--- config.mk ---
export PLATFORM = sky130hd
export DESIGN_NAME = iv_ring_writer
export DESIGN_NICKNAME = d
export VERILOG_FILES = /design/src/rtl/iv_ring_pkg.sv /design/src/rtl/iv_ring_ctrl.sv /design/src/rtl/iv_ring_dp.sv /design/src/rtl/iv_ring_writer.sv
export SDC_FILE = /design/constraint.sdc
export NUM_CORES = 1
export LEC_CHECK = 0
export ABC_AREA = 1
export CORE_ASPECT_RATIO = 0.6
export CORE_MARGIN = 3
export CORE_UTILIZATION = 45
export DETAILED_ROUTE_END_ITERATION = 12
export PLACE_DENSITY = 0.77
export SYNTH_ARGS = -nofsm -noshare
export SYNTH_HDL_FRONTEND = slang
export SYNTH_HIERARCHICAL = 1
export SYNTH_SLANG_ARGS = --single-unit
--- constraint.sdc ---
create_clock -name clk -period 6.1 [get_ports clk]
set_input_delay 0.915 -clock clk [delete_from_list [all_inputs] [get_ports clk]]
set_output_delay 0.915 -clock clk [all_outputs]
set_load 0.01 [all_outputs]
--- src/rtl/iv_ring_pkg.sv ---
package iv_ring_pkg;
  localparam int ADDR_W = 40;
  localparam int WORDS = 4;
  localparam int IDX_W = $clog2(WORDS);
  localparam int VEC_BYTES = WORDS * 4;
  localparam int SIZE_W = 5;
  localparam int REG_AW = 3;

  localparam logic [REG_AW-1:0] REG_CTRL = 3'd0;
  localparam logic [REG_AW-1:0] REG_BASE = 3'd1;
  localparam logic [REG_AW-1:0] REG_WBLO = 3'd2;
  localparam logic [REG_AW-1:0] REG_WBHI = 3'd3;
  localparam logic [REG_AW-1:0] REG_RPTR = 3'd4;
  localparam logic [REG_AW-1:0] REG_WPTR = 3'd5;

  typedef enum logic [1:0] {
    ST_IDLE = 2'd0,
    ST_BEAT = 2'd1,
    ST_WB   = 2'd2
  } ringState_e;

  // strobes from control to datapath
  typedef struct packed {
    logic             takeEvt;
    logic             commit;
    logic             wbSel;
    logic [IDX_W-1:0] wordIdx;
  } ringStb_t;
endpackage

--- src/rtl/iv_ring_ctrl.sv ---
module iv_ring_ctrl
  import iv_ring_pkg::*;
(
  input  logic     clk,
  input  logic     rst_n,
  input  logic     ringEn,
  input  logic     wbEn,
  input  logic     evtValid,
  input  logic     memReady,
  output logic     evtReady,
  output logic     memValid,
  output logic     busy,
  output ringStb_t stb
);
  localparam logic [IDX_W-1:0] LAST_IDX = IDX_W'(WORDS - 1);

  ringState_e state;
  logic [IDX_W-1:0] idx;

  always_comb begin
    evtReady    = (state == ST_IDLE) && ringEn;
    memValid    = (state != ST_IDLE);
    busy        = (state != ST_IDLE);
    stb.takeEvt = evtReady && evtValid;
    stb.commit  = (state == ST_BEAT) && memReady && (idx == LAST_IDX);
    stb.wbSel   = (state == ST_WB);
    stb.wordIdx = idx;
  end

  always_ff @(posedge clk) begin
    if (!rst_n) begin
      state <= ST_IDLE;
      idx   <= '0;
    end else begin
      case (state)
        ST_IDLE: begin
          if (stb.takeEvt) begin
            state <= ST_BEAT;
            idx   <= '0;
          end
        end
        ST_BEAT: begin
          if (memReady) begin
            if (idx == LAST_IDX) begin
              state <= wbEn ? ST_WB : ST_IDLE;
              idx   <= '0;
            end else begin
              idx <= idx + 1'b1;
            end
          end
        end
        ST_WB: begin
          if (memReady) state <= ST_IDLE;
        end
        default: state <= ST_IDLE;
      endcase
    end
  end
endmodule

--- src/rtl/iv_ring_dp.sv ---
module iv_ring_dp
  import iv_ring_pkg::*;
#(
  parameter int PTR_W = 20
) (
  input  logic              clk,
  input  logic              rst_n,
  input  ringStb_t          stb,
  input  logic              regWrEn,
  input  logic [REG_AW-1:0] regAddr,
  input  logic [31:0]       regWrData,
  output logic [31:0]       regRdData,
  input  logic [7:0]        evtSrcId,
  input  logic [27:0]       evtSrcData,
  input  logic [7:0]        evtRingId,
  input  logic [7:0]        evtVmId,
  input  logic [15:0]       evtPasId,
  output logic [ADDR_W-1:0] memAddr,
  output logic [31:0]       memData,
  output logic              irqOut,
  output logic              ringEn,
  output logic              wbEn,
  output logic [PTR_W-1:0]  wptr,
  output logic [PTR_W-1:0]  rptr,
  output logic              ovfFlag,
  output logic              ovfClr,
  output logic              hostWptrWr
);
  localparam int ALIGN_W = $clog2(VEC_BYTES);

  function automatic logic [PTR_W-1:0] sizeMask(input logic [SIZE_W-1:0] f);
    logic [33:0] m;
    m = (34'd4 << f) - 34'd1;
    return m[PTR_W-1:0];
  endfunction

  function automatic logic [PTR_W-1:0] alignPtr(input logic [PTR_W-1:0] p);
    return {p[PTR_W-1:ALIGN_W], {ALIGN_W{1'b0}}};
  endfunction

  logic              irqEn, ovfDetEn;
  logic [SIZE_W-1:0] sizeLog2;
  logic [31:0]       baseHi, wbLo;
  logic [7:0]        wbHi;
  logic [7:0]        srcQ, ringQ, vmQ;
  logic [27:0]       dataQ;
  logic [15:0]       pasQ;

  logic wrCtrl, wrBase, wrWbLo, wrWbHi, wrRptr;
  logic [PTR_W-1:0] ptrMask, nextWptr, ringOff;
  logic             wouldPass;
  logic [31:0]      wptrWord;
  logic [ADDR_W-1:0] ringAddr;
  logic [WORDS-1:0][31:0] vecWord;
  logic [ADDR_W-1:0] wordAddr [WORDS];

  always_comb begin
    wrCtrl     = regWrEn && (regAddr == REG_CTRL);
    wrBase     = regWrEn && (regAddr == REG_BASE);
    wrWbLo     = regWrEn && (regAddr == REG_WBLO);
    wrWbHi     = regWrEn && (regAddr == REG_WBHI);
    wrRptr     = regWrEn && (regAddr == REG_RPTR);
    hostWptrWr = regWrEn && (regAddr == REG_WPTR);
    ovfClr     = wrCtrl && regWrData[4];
  end

  always_comb begin
    ptrMask   = sizeMask(sizeLog2);
    ringOff   = wptr & ptrMask;
    nextWptr  = (wptr + PTR_W'(VEC_BYTES)) & ptrMask;
    wouldPass = (nextWptr == (rptr & ptrMask));
    wptrWord  = 32'({wptr[PTR_W-1:1], ovfFlag});
    ringAddr  = {baseHi, 8'h00} + ADDR_W'(ringOff);
  end

  // vector packing
  always_comb begin
    vecWord[0] = {24'b0, srcQ};
    vecWord[1] = {4'b0, dataQ};
    vecWord[2] = {pasQ, vmQ, ringQ};
    vecWord[3] = 32'b0;
  end

  for (genvar k = 0; k < WORDS; k++) begin : g_wordAddr
    assign wordAddr[k] = ringAddr + ADDR_W'(4 * k);
  end

  always_comb begin
    if (stb.wbSel) begin
      memAddr = {wbHi, wbLo};
      memData = wptrWord;
    end else begin
      memAddr = wordAddr[stb.wordIdx];
      memData = vecWord[stb.wordIdx];
    end
  end

  always_comb begin
    case (regAddr)
      REG_CTRL: regRdData = 32'({sizeLog2, 8'({wbEn, ovfDetEn, irqEn, ringEn})});
      REG_BASE: regRdData = baseHi;
      REG_WBLO: regRdData = wbLo;
      REG_WBHI: regRdData = 32'(wbHi);
      REG_RPTR: regRdData = 32'(rptr);
      REG_WPTR: regRdData = wptrWord;
      default:  regRdData = 32'b0;
    endcase
  end

  assign irqOut = ringEn && irqEn && (rptr != wptr);

  // configuration registers
  always_ff @(posedge clk) begin
    if (!rst_n) begin
      ringEn   <= 1'b0;
      irqEn    <= 1'b0;
      ovfDetEn <= 1'b0;
      wbEn     <= 1'b0;
      sizeLog2 <= '0;
      baseHi   <= '0;
      wbLo     <= '0;
      wbHi     <= '0;
    end else begin
      if (wrCtrl) begin
        ringEn   <= regWrData[0];
        irqEn    <= regWrData[1];
        ovfDetEn <= regWrData[2];
        wbEn     <= regWrData[3];
        sizeLog2 <= regWrData[8 +: SIZE_W];
      end
      if (wrBase) baseHi <= regWrData;
      if (wrWbLo) wbLo <= regWrData;
      if (wrWbHi) wbHi <= regWrData[7:0];
    end
  end

  // pointers and overflow flag
  always_ff @(posedge clk) begin
    if (!rst_n) begin
      rptr    <= '0;
      wptr    <= '0;
      ovfFlag <= 1'b0;
    end else begin
      if (wrRptr) rptr <= alignPtr(regWrData[PTR_W-1:0]);
      if (stb.commit) wptr <= nextWptr;
      if (hostWptrWr) wptr <= alignPtr(regWrData[PTR_W-1:0]);
      if (ovfClr) ovfFlag <= 1'b0;
      if (stb.commit && ovfDetEn && wouldPass) ovfFlag <= 1'b1;
    end
  end

  // event capture
  always_ff @(posedge clk) begin
    if (!rst_n) begin
      srcQ  <= '0;
      dataQ <= '0;
      ringQ <= '0;
      vmQ   <= '0;
      pasQ  <= '0;
    end else if (stb.takeEvt) begin
      srcQ  <= evtSrcId;
      dataQ <= evtSrcData;
      ringQ <= evtRingId;
      vmQ   <= evtVmId;
      pasQ  <= evtPasId;
    end
  end
endmodule

--- src/rtl/iv_ring_writer.sv ---
module iv_ring_writer
  import iv_ring_pkg::*;
#(
  parameter int PTR_W = 20
) (
  input  logic        clk,
  input  logic        rst_n,
  input  logic        evtValid,
  output logic        evtReady,
  input  logic [7:0]  evtSrcId,
  input  logic [27:0] evtSrcData,
  input  logic [7:0]  evtRingId,
  input  logic [7:0]  evtVmId,
  input  logic [15:0] evtPasId,
  input  logic        regWrEn,
  input  logic [2:0]  regAddr,
  input  logic [31:0] regWrData,
  output logic [31:0] regRdData,
  output logic        memValid,
  input  logic        memReady,
  output logic [39:0] memAddr,
  output logic [31:0] memData,
  output logic        irqOut,
  output logic        busy
);
  ringStb_t         stb;
  logic             ringEnW, wbEnW, ovfFlagW, ovfClrW, hostWptrWrW;
  logic [PTR_W-1:0] wptrW, rptrW;

  iv_ring_ctrl u_ctrl (
    .clk      (clk),
    .rst_n    (rst_n),
    .ringEn   (ringEnW),
    .wbEn     (wbEnW),
    .evtValid (evtValid),
    .memReady (memReady),
    .evtReady (evtReady),
    .memValid (memValid),
    .busy     (busy),
    .stb      (stb)
  );

  iv_ring_dp #(.PTR_W(PTR_W)) u_dp (
    .clk        (clk),
    .rst_n      (rst_n),
    .stb        (stb),
    .regWrEn    (regWrEn),
    .regAddr    (regAddr),
    .regWrData  (regWrData),
    .regRdData  (regRdData),
    .evtSrcId   (evtSrcId),
    .evtSrcData (evtSrcData),
    .evtRingId  (evtRingId),
    .evtVmId    (evtVmId),
    .evtPasId   (evtPasId),
    .memAddr    (memAddr),
    .memData    (memData),
    .irqOut     (irqOut),
    .ringEn     (ringEnW),
    .wbEn       (wbEnW),
    .wptr       (wptrW),
    .rptr       (rptrW),
    .ovfFlag    (ovfFlagW),
    .ovfClr     (ovfClrW),
    .hostWptrWr (hostWptrWrW)
  );
endmodule

==> results.txt, run 1 <==
----------------------------------------------------
[Global route]
  Largest net degree at the start of global routing ... 91
  Residual overflow from global routing ... 0
  Number of antenna violations at the first check in global routing ... 1
  Wire length of the first global-routing pass ... 80380 um
  Combined global-route utilization of all metal layers ... 34.87%
  Number of global-route vias before repair ... 13560

[Finish]
  Area of combinational cells with multiple inputs ... 7900 sq um
  Total inserted antenna cells ... 0
  Filler cell count in the final layout ... 2636
  Post-synthesis to final-layout area growth ... 28.33%
  Top library cells by usage in the layout, fill and taps aside ... sky130_fd_sc_hd__nand2_1 (362), sky130_fd_sc_hd__nor2_1 (356), sky130_fd_sc_hd__o21ai_0 (257)
  Post-layout instance count excluding filler cells ... 2590
  Final nets ... 2346
  Area of all placed cells without fillers ... 16070 sq um
  Storage element area ... 3770 sq um
  Most common cell after layout, fill and taps aside ... sky130_fd_sc_hd__nand2_1
  Fraction of layout cells with a size suffix above 1 ... 9.507%

[Drt]
  Post-route DRC violation count ... 0
  Vias per std cell ... 5.752
  Count of routing violations after the opening detailed-route iteration ... 2099
  Routed vias ... 14900
  Post-route ant nets ... 0
  Routed wire per std cell ... 20.78 um
  TritonRoute pass-1 iters ... 6
  Drt total wl ... 53820 um

[Die]
  Starting Density ... 46.58%
  Height of the die ... 135.2 um
  Total core area ... 26880 sq um
  Std-Cell Rows ... 46
  Count of boundary I/O pins ... 216
  Die X ... 221.3 um
  Die Outline Area ... 29930 sq um

[Critical path]
  Endpoint arrival time on the critical path ... 5.03 ns
  Setup Crit Path Kind ... reg2out
  Kind of launch point of the worst setup path ... register
  Critical Path Fanout Max ... 5
  Cell type with the highest occurrence count on the critical path ... sky130_fd_sc_hd__nand2_1
  Cell with the largest stage delay on the worst path ... sky130_fd_sc_hd__clkdlybuf4s50_1
  Required time worst endpoint ... 5.18 ns
  CP max stage delay ... 0.53 ns
  Family of cells with the greatest summed delay on the critical path ... simple AND/OR/NAND/NOR gates
  Count of buffering cells on the critical path with inverters included ... 6
  Setup crit end kind ... primary output

[Pwr]
  Worst supply voltage drop on vdd ... 0.1728 mV
  Static power due to leakage ... 6.819 nW
  Power per cell area ... 181.1 nW/um^2

[Place]
  Input/output buffers ... 215
  Instance area at placement ... 15060 sq um
  Post-DP HPWL ... 41210 um
  Number of cells in the design after placement ... 2555
  Placer's final routability congestion estimate ... 1.094

[Clock tree]
  # hold bufs at CTS ... 0
  Max clock buf depth ... 2
  Total clock buffers created by CTS ... 17
  Clk sink count ... 188
  Clock transition at the register clock pins on the worst setup and hold paths after CTS ... 0.08 ns
  CTS root buf ... sky130_fd_sc_hd__clkbuf_16
  # H-tree levels ... 4
  TritonCTS clock tree ... yes
  Clock latency of the later-clocked register in the worst-skew pair ... 0.47 ns

[Run status]
  Status ... finished clean

[Timing]
  Tightest slew margin relative to the limit ... 24.88%
  Period Utilization, post-route ... 97.47%
  Max Clk Rate ... 0.1682 GHz
  Final setup skew ... 0.008114 ns
  Number of failing setup endpoints in the final timing report ... 0
  RSZ-0062 raised after global routing ... true
  Min cycle time layout ... 5.946 ns
  Worst hold slack after final layout ... 0.4757 ns
  Pin slew with the least headroom to its limit ... 1.125 ns
  Number of max-slew violations in the final report ... 0
  Count of final hold-check violations ... 0

[Synthesis]
  Synthesized area ... 12520 sq um
  Mapped Avg Cell Area ... 6.153 sq um
  Warnings, synthesis ... 6
  Syn Inst Count ... 2035
  Post-Synthesis Net Count ... 2164

[Worst hold path]
  Worst min path class ... reg2reg

[Flow run]
  Max Cap Violations ... 0

----------------------------------------------------
==> power breakdown <==
group | switching [mW] | internal (mW) | leakage (nW)
Combinational | 0.246 | 0.170 | 5.00
Sequential | 0.0366 | 1.26 | 1.53
Clock | 0.595 | 0.600 | 0.294
Total | 0.878 | 2.03 | 6.82
==> metal layers <==
layer  wire (um)  part of all wire (%)  track usage (%)  vias to the layer above
li1            -                     -                -                     7032
met3        7524                    14            11.97                       52
met4         707                   1.3            7.110                        4
met2       20030                    37            45.61                      845
met1       25440                    47            53.82                     6964
met5         122                  0.23            2.581                        -
==> registers in the layout (all words and copies together), names as in the netlist <==
signal / count
u_ctrl/idx: 2
u_dp/srcQ: 8
u_dp/ringQ: 8
u_dp/wbEn: 1
u_dp/baseHi: 32
u_dp/dataQ: 28
u_dp/ovfFlag: 1
u_dp/sizeLog2: 5
u_dp/wbLo: 32
u_dp/wptr: 18
u_dp/pasQ: 16
u_dp/ringEn: 1
u_dp/wbHi: 8
u_dp/rptr: 16
u_dp/irqEn: 1
u_ctrl/state: 2
u_dp/vmQ: 8
u_dp/ovfDetEn: 1
==> worst register-to-register path: cells and delay by family (launching register included) <==
family	cells	cell delay (ns)
flip-flops	1	0.57
adder cells (fa/ha/maj)	1	0.28
AND/OR/NAND/NOR	13	2.18
AO/OA/AOI/OAI	1	0.18
XOR/XNOR	1	0.17
==> area by class of cell <==
cell class / count / share of cell area, %
multi-input cells: 1531 / 49.17
repair buffers: 256 / 15.54
clock inverters: 14 / 1.082
well taps: 360 / 2.803
inverters: 223 / 5.209
flip-flops and latches: 188 / 23.46
clock buffers: 18 / 2.733
==> what timing repair did <==
action,CTS,global route
buffers inserted,1,2
setup endpoints to repair,25,25
gates resized for setup,33,77
pin swaps,0,6
==> path summary, 6_finish.rpt <==
| check | startpoint | slack [ns] | endpoint | cells after the start |
|---|---|---|---|---|
| worst max register to register | u_dp/wptr[5]$_SDFFE_PN0P_ | 2.63 | u_dp/ovfFlag$_SDFFE_PN0P_ | 16 |
| worst min-delay path | u_dp/wbEn$_SDFFE_PN0P_ | 0.48 | u_dp/wbEn$_SDFFE_PN0P_ | 2 |
| worst min register to register | u_dp/wbEn$_SDFFE_PN0P_ | 0.48 | u_dp/wbEn$_SDFFE_PN0P_ | 2 |
| worst max-delay path | u_dp/sizeLog2[3]$_SDFFE_PN0P_ | 0.15 | memAddr[28] | 27 |
==> per-stage QoR <==
step,TNS (ns),util [%],worst slack (ns),power [mW]
floorplan,0,-,1.317,1.507
global placement,0,56.05,0.007126,1.714
detailed placement,-0.1280,56.05,-0.06697,1.717
CTS,0,58.75,0.0008362,2.904
global route,-0.07572,59.78,-0.07431,2.999
finish,0,59.78,0.1542,2.911
Power figures use the tool's default switching activity.
==> run 2, diff against run 1 <==
==> constraint.sdc (replaced) <==
create_clock -name clk -period 6.1 [get_ports clk]
set_input_delay 1.22 -clock clk [delete_from_list [all_inputs] [get_ports clk]]
set_output_delay 1.22 -clock clk [all_outputs]
set_load 0.01 [all_outputs]
==> results.txt, run 2 (synthesized netlist as in run 1, its figures left out) <==
----------------------------------------------------
[Run status]
  Status ... finished clean

[Drt]
  Routed wire per std cell ... 20.49 um (-1.4%)
  Post-route ant nets ... 0 (unchanged)
  Drt total wl ... 54290 um (+0.88%)
  Vias per std cell ... 5.800 (+0.84%)
  Post-route DRC violation count ... 0 (unchanged)
  TritonRoute pass-1 iters ... 7 (+1)
  Routed vias ... 15370 (+3.2%)
  Count of routing violations after the opening detailed-route iteration ... 2084 (-0.71%)

[Finish]
  Post-synthesis to final-layout area growth ... 32.62%
  Most common cell after layout, fill and taps aside ... sky130_fd_sc_hd__nand2_1
  Final nets ... 2406 (+2.6%)
  Filler cell count in the final layout ... 2632 (-0.15%)
  Top flop regs ... u_dp/baseHi (32), u_dp/wbLo (32), u_dp/dataQ (28)
  Fraction of layout cells with a size suffix above 1 ... 13.36% (+3.9 points)
  Total inserted antenna cells ... 0 (unchanged)
  Final core utilization ... 61.78% (+2.0 points)
  Top library cells by usage in the layout, fill and taps aside ... sky130_fd_sc_hd__nand2_1 (352), sky130_fd_sc_hd__nor2_1 (343), sky130_fd_sc_hd__o21ai_0 (256)

[Timing]
  Worst hold slack after final layout ... 0.4743 ns (-0.001446 ns)
  Final WS setup ... 0.2109 ns (+0.05664 ns)
  Count of final hold-check violations ... 0 (unchanged)
  Period Utilization, post-route ... 96.54% (-0.93 points)
  Final setup skew ... 0.01557 ns (+0.007458 ns)
  Number of failing setup endpoints in the final timing report ... 0 (unchanged)
  Number of max-slew violations in the final report ... 0 (unchanged)
  Tightest slew margin relative to the limit ... 19.29% (-5.6 points)
  Max Clk Rate ... 0.1698 GHz (+0.96%)
  Pin slew with the least headroom to its limit ... 1.201 ns (+0.07629 ns)
  Min cycle time layout ... 5.889 ns (-0.05664 ns)
  Sum Neg Setup Slack ... 0 ns (unchanged)

[Clock tree]
  # hold bufs at CTS ... 0 (unchanged)
  CTS root buf ... sky130_fd_sc_hd__clkbuf_16
  Clk sink count ... 188 (unchanged)
  Clock transition at the register clock pins on the worst setup and hold paths after CTS ... 0.08 ns (about the same)
  Total clock buffers created by CTS ... 17 (unchanged)
  Clock latency of the later-clocked register in the worst-skew pair ... 0.46 ns (about the same)
  TritonCTS clock tree ... yes
  Max clock buf depth ... 2 (unchanged)
  # H-tree levels ... 4 (unchanged)

[Critical path]
  Number of cell instances on the worst register-to-register path ... 16 (unchanged)
  Cell type with the highest occurrence count on the critical path ... sky130_fd_sc_hd__nand2_1
  Cell with the largest stage delay on the worst path ... sky130_fd_sc_hd__ha_1
  Destination of the critical timing path ... memAddr[37]
  Worst r2r dst ... u_dp/ovfFlag$_SDFFE_PN0P_
  Critical path depth ... 30 (+11%)
  Setup Crit Path Kind ... reg2out
  CP max stage delay ... 0.43 ns (-0.10 ns)
  Required time worst endpoint ... 4.88 ns (-0.30 ns)
  Count of buffering cells on the critical path with inverters included ... 7 (+1)
  Timing startpoint of the critical path ... u_dp/sizeLog2[0]$_SDFFE_PN0P_
  Kind of launch point of the worst setup path ... register
  Reg2Reg Launch Point ... u_dp/wptr[5]$_SDFFE_PN0P_
  Register-to-register setup slack ... 2.56 ns (-0.07 ns)
  Family of cells with the greatest summed delay on the critical path ... simple AND/OR/NAND/NOR gates
  Setup crit end kind ... primary output
  Endpoint arrival time on the critical path ... 4.67 ns (-0.36 ns)
  Critical Path Fanout Max ... 7 (+2)

[Die]
  Die Outline Area ... 29930 sq um (unchanged)
  Std-Cell Rows ... 46 (unchanged)
  Height of the die ... 135.2 um (unchanged)
  Total core area ... 26880 sq um (unchanged)
  Count of boundary I/O pins ... 216 (unchanged)
  Starting Density ... 46.58% (unchanged)
  Die X ... 221.3 um (unchanged)

[Place]
  Worst setup slack before clock tree synthesis ... -0.1041 ns (-0.03715 ns)
  Placer's final routability congestion estimate ... 1.067 (-2.5%)
  Input/output buffers ... 215 (unchanged)
  Post-DP HPWL ... 40980 um (-0.54%)

[Global route]
  Number of global-route vias before repair ... 13890 (+2.4%)
  Number of antenna violations at the first check in global routing ... 0 (-1)
  Residual overflow from global routing ... 0 (unchanged)
  Wire length of the first global-routing pass ... 81210 um (+1.0%)
  Largest net degree at the start of global routing ... 89 (-2.2%)
  Combined global-route utilization of all metal layers ... 35.05% (+0.18 points)

[Pwr]
  Worst supply voltage drop on vdd ... 0.1978 mV (+14%)
  Power per cell area ... 179.1 nW/um^2 (-1.1%)
  Static power due to leakage ... 6.994 nW (+2.6%)
  Overall power consumption ... 2.974 mW (+2.2%)

[Worst hold path]
  Worst min path class ... reg2reg

[Flow run]
  Max Cap Violations ... 0 (unchanged)

----------------------------------------------------
==> run 2: area by class of cell <==
| cell class | instances | area (sq um) | area share (%) |
|---|---|---|---|
| timing repair buffer | 316 | 2882 | 17.35 |
| multi-input combinational | 1531 | 8030 | 48.36 |
| clock inverter | 14 | 186.4 | 1.123 |
| tap | 360 | 450.4 | 2.713 |
| inverter | 223 | 839.6 | 5.056 |
| sequential | 188 | 3777 | 22.75 |
| clock buffer | 18 | 439.2 | 2.645 |
==> run 2: per-stage QoR <==
| stage | cell area, sq um | cells |
|---|---|---|
| final | 16600 | 2650 |
| after global routing | 16600 | 2650 |
| after CTS | 16250 | 2643 |
| after detailed placement | 15420 | 2603 |
| after global placement | 15420 | 2603 |
| after floorplan | 12520 | 2035 |
==> run 2: per-layer routing <==
layer | GRT usage, % | wire length [um]
met1 | 53.38 | 24860
met2 | 45.81 | 20700
met3 | 13.45 | 7832
met4 | 7.324 | 897
met5 | 0 | 0
==> run 2: how the worst min path moves through the flow <==
stage,from,endpoint,slack [ns],depth (start not counted)
2_1_floorplan,u_dp/ovfDetEn$_SDFFE_PN0P_,u_dp/ovfDetEn$_SDFFE_PN0P_,0.44,2
3_3_place_gp,u_dp/wbEn$_SDFFE_PN0P_,u_dp/wbEn$_SDFFE_PN0P_,0.46,2
3_5_place_dp,u_dp/wbEn$_SDFFE_PN0P_,u_dp/wbEn$_SDFFE_PN0P_,0.46,2
4_1_cts,u_dp/wbEn$_SDFFE_PN0P_,u_dp/wbEn$_SDFFE_PN0P_,0.47,2
5_1_grt,u_dp/wbEn$_SDFFE_PN0P_,u_dp/wbEn$_SDFFE_PN0P_,0.49,2
6_report,u_dp/ovfDetEn$_SDFFE_PN0P_,u_dp/ovfDetEn$_SDFFE_PN0P_,0.47,2
==> run 2: worst register-to-register path, stage by stage, from the launching register on <==
cell and delay (ns):
sky130_fd_sc_hd__dfxtp_1 0.56, sky130_fd_sc_hd__ha_1 0.28, sky130_fd_sc_hd__nand2_1 0.08, sky130_fd_sc_hd__nor2_1 0.42
sky130_fd_sc_hd__nand2_1 0.20, sky130_fd_sc_hd__nor2_2 0.24, sky130_fd_sc_hd__nand2_1 0.14, sky130_fd_sc_hd__nor2_2 0.19
sky130_fd_sc_hd__nand3_1 0.16, sky130_fd_sc_hd__xor2_1 0.18, sky130_fd_sc_hd__nand2_1 0.08, sky130_fd_sc_hd__nand2_1 0.05
sky130_fd_sc_hd__nor2_1 0.25, sky130_fd_sc_hd__nand2_1 0.19, sky130_fd_sc_hd__nor2_1 0.15, sky130_fd_sc_hd__nand3_1 0.11
sky130_fd_sc_hd__a21oi_1 0.16
==> run 2: where the power goes <==
| group | switching, mW | internal [mW] |
|---|---|---|
| logic | 0.257 | 0.188 |
| clock network | 0.588 | 0.641 |
| registers | 0.0373 | 1.26 |
| total | 0.882 | 2.09 |
==> run 2: what timing repair did <==
| item | in CTS | in global routing |
|---|---|---|
| cloned | 0 | 0 |
| endpoints found under the hold margin | 0 | 0 |
| buffers inserted | 8 | 7 |
| pin swaps | 10 | 25 |
| resized for setup | 65 | 108 |
| endpoints found under the setup margin | 25 | 27 |
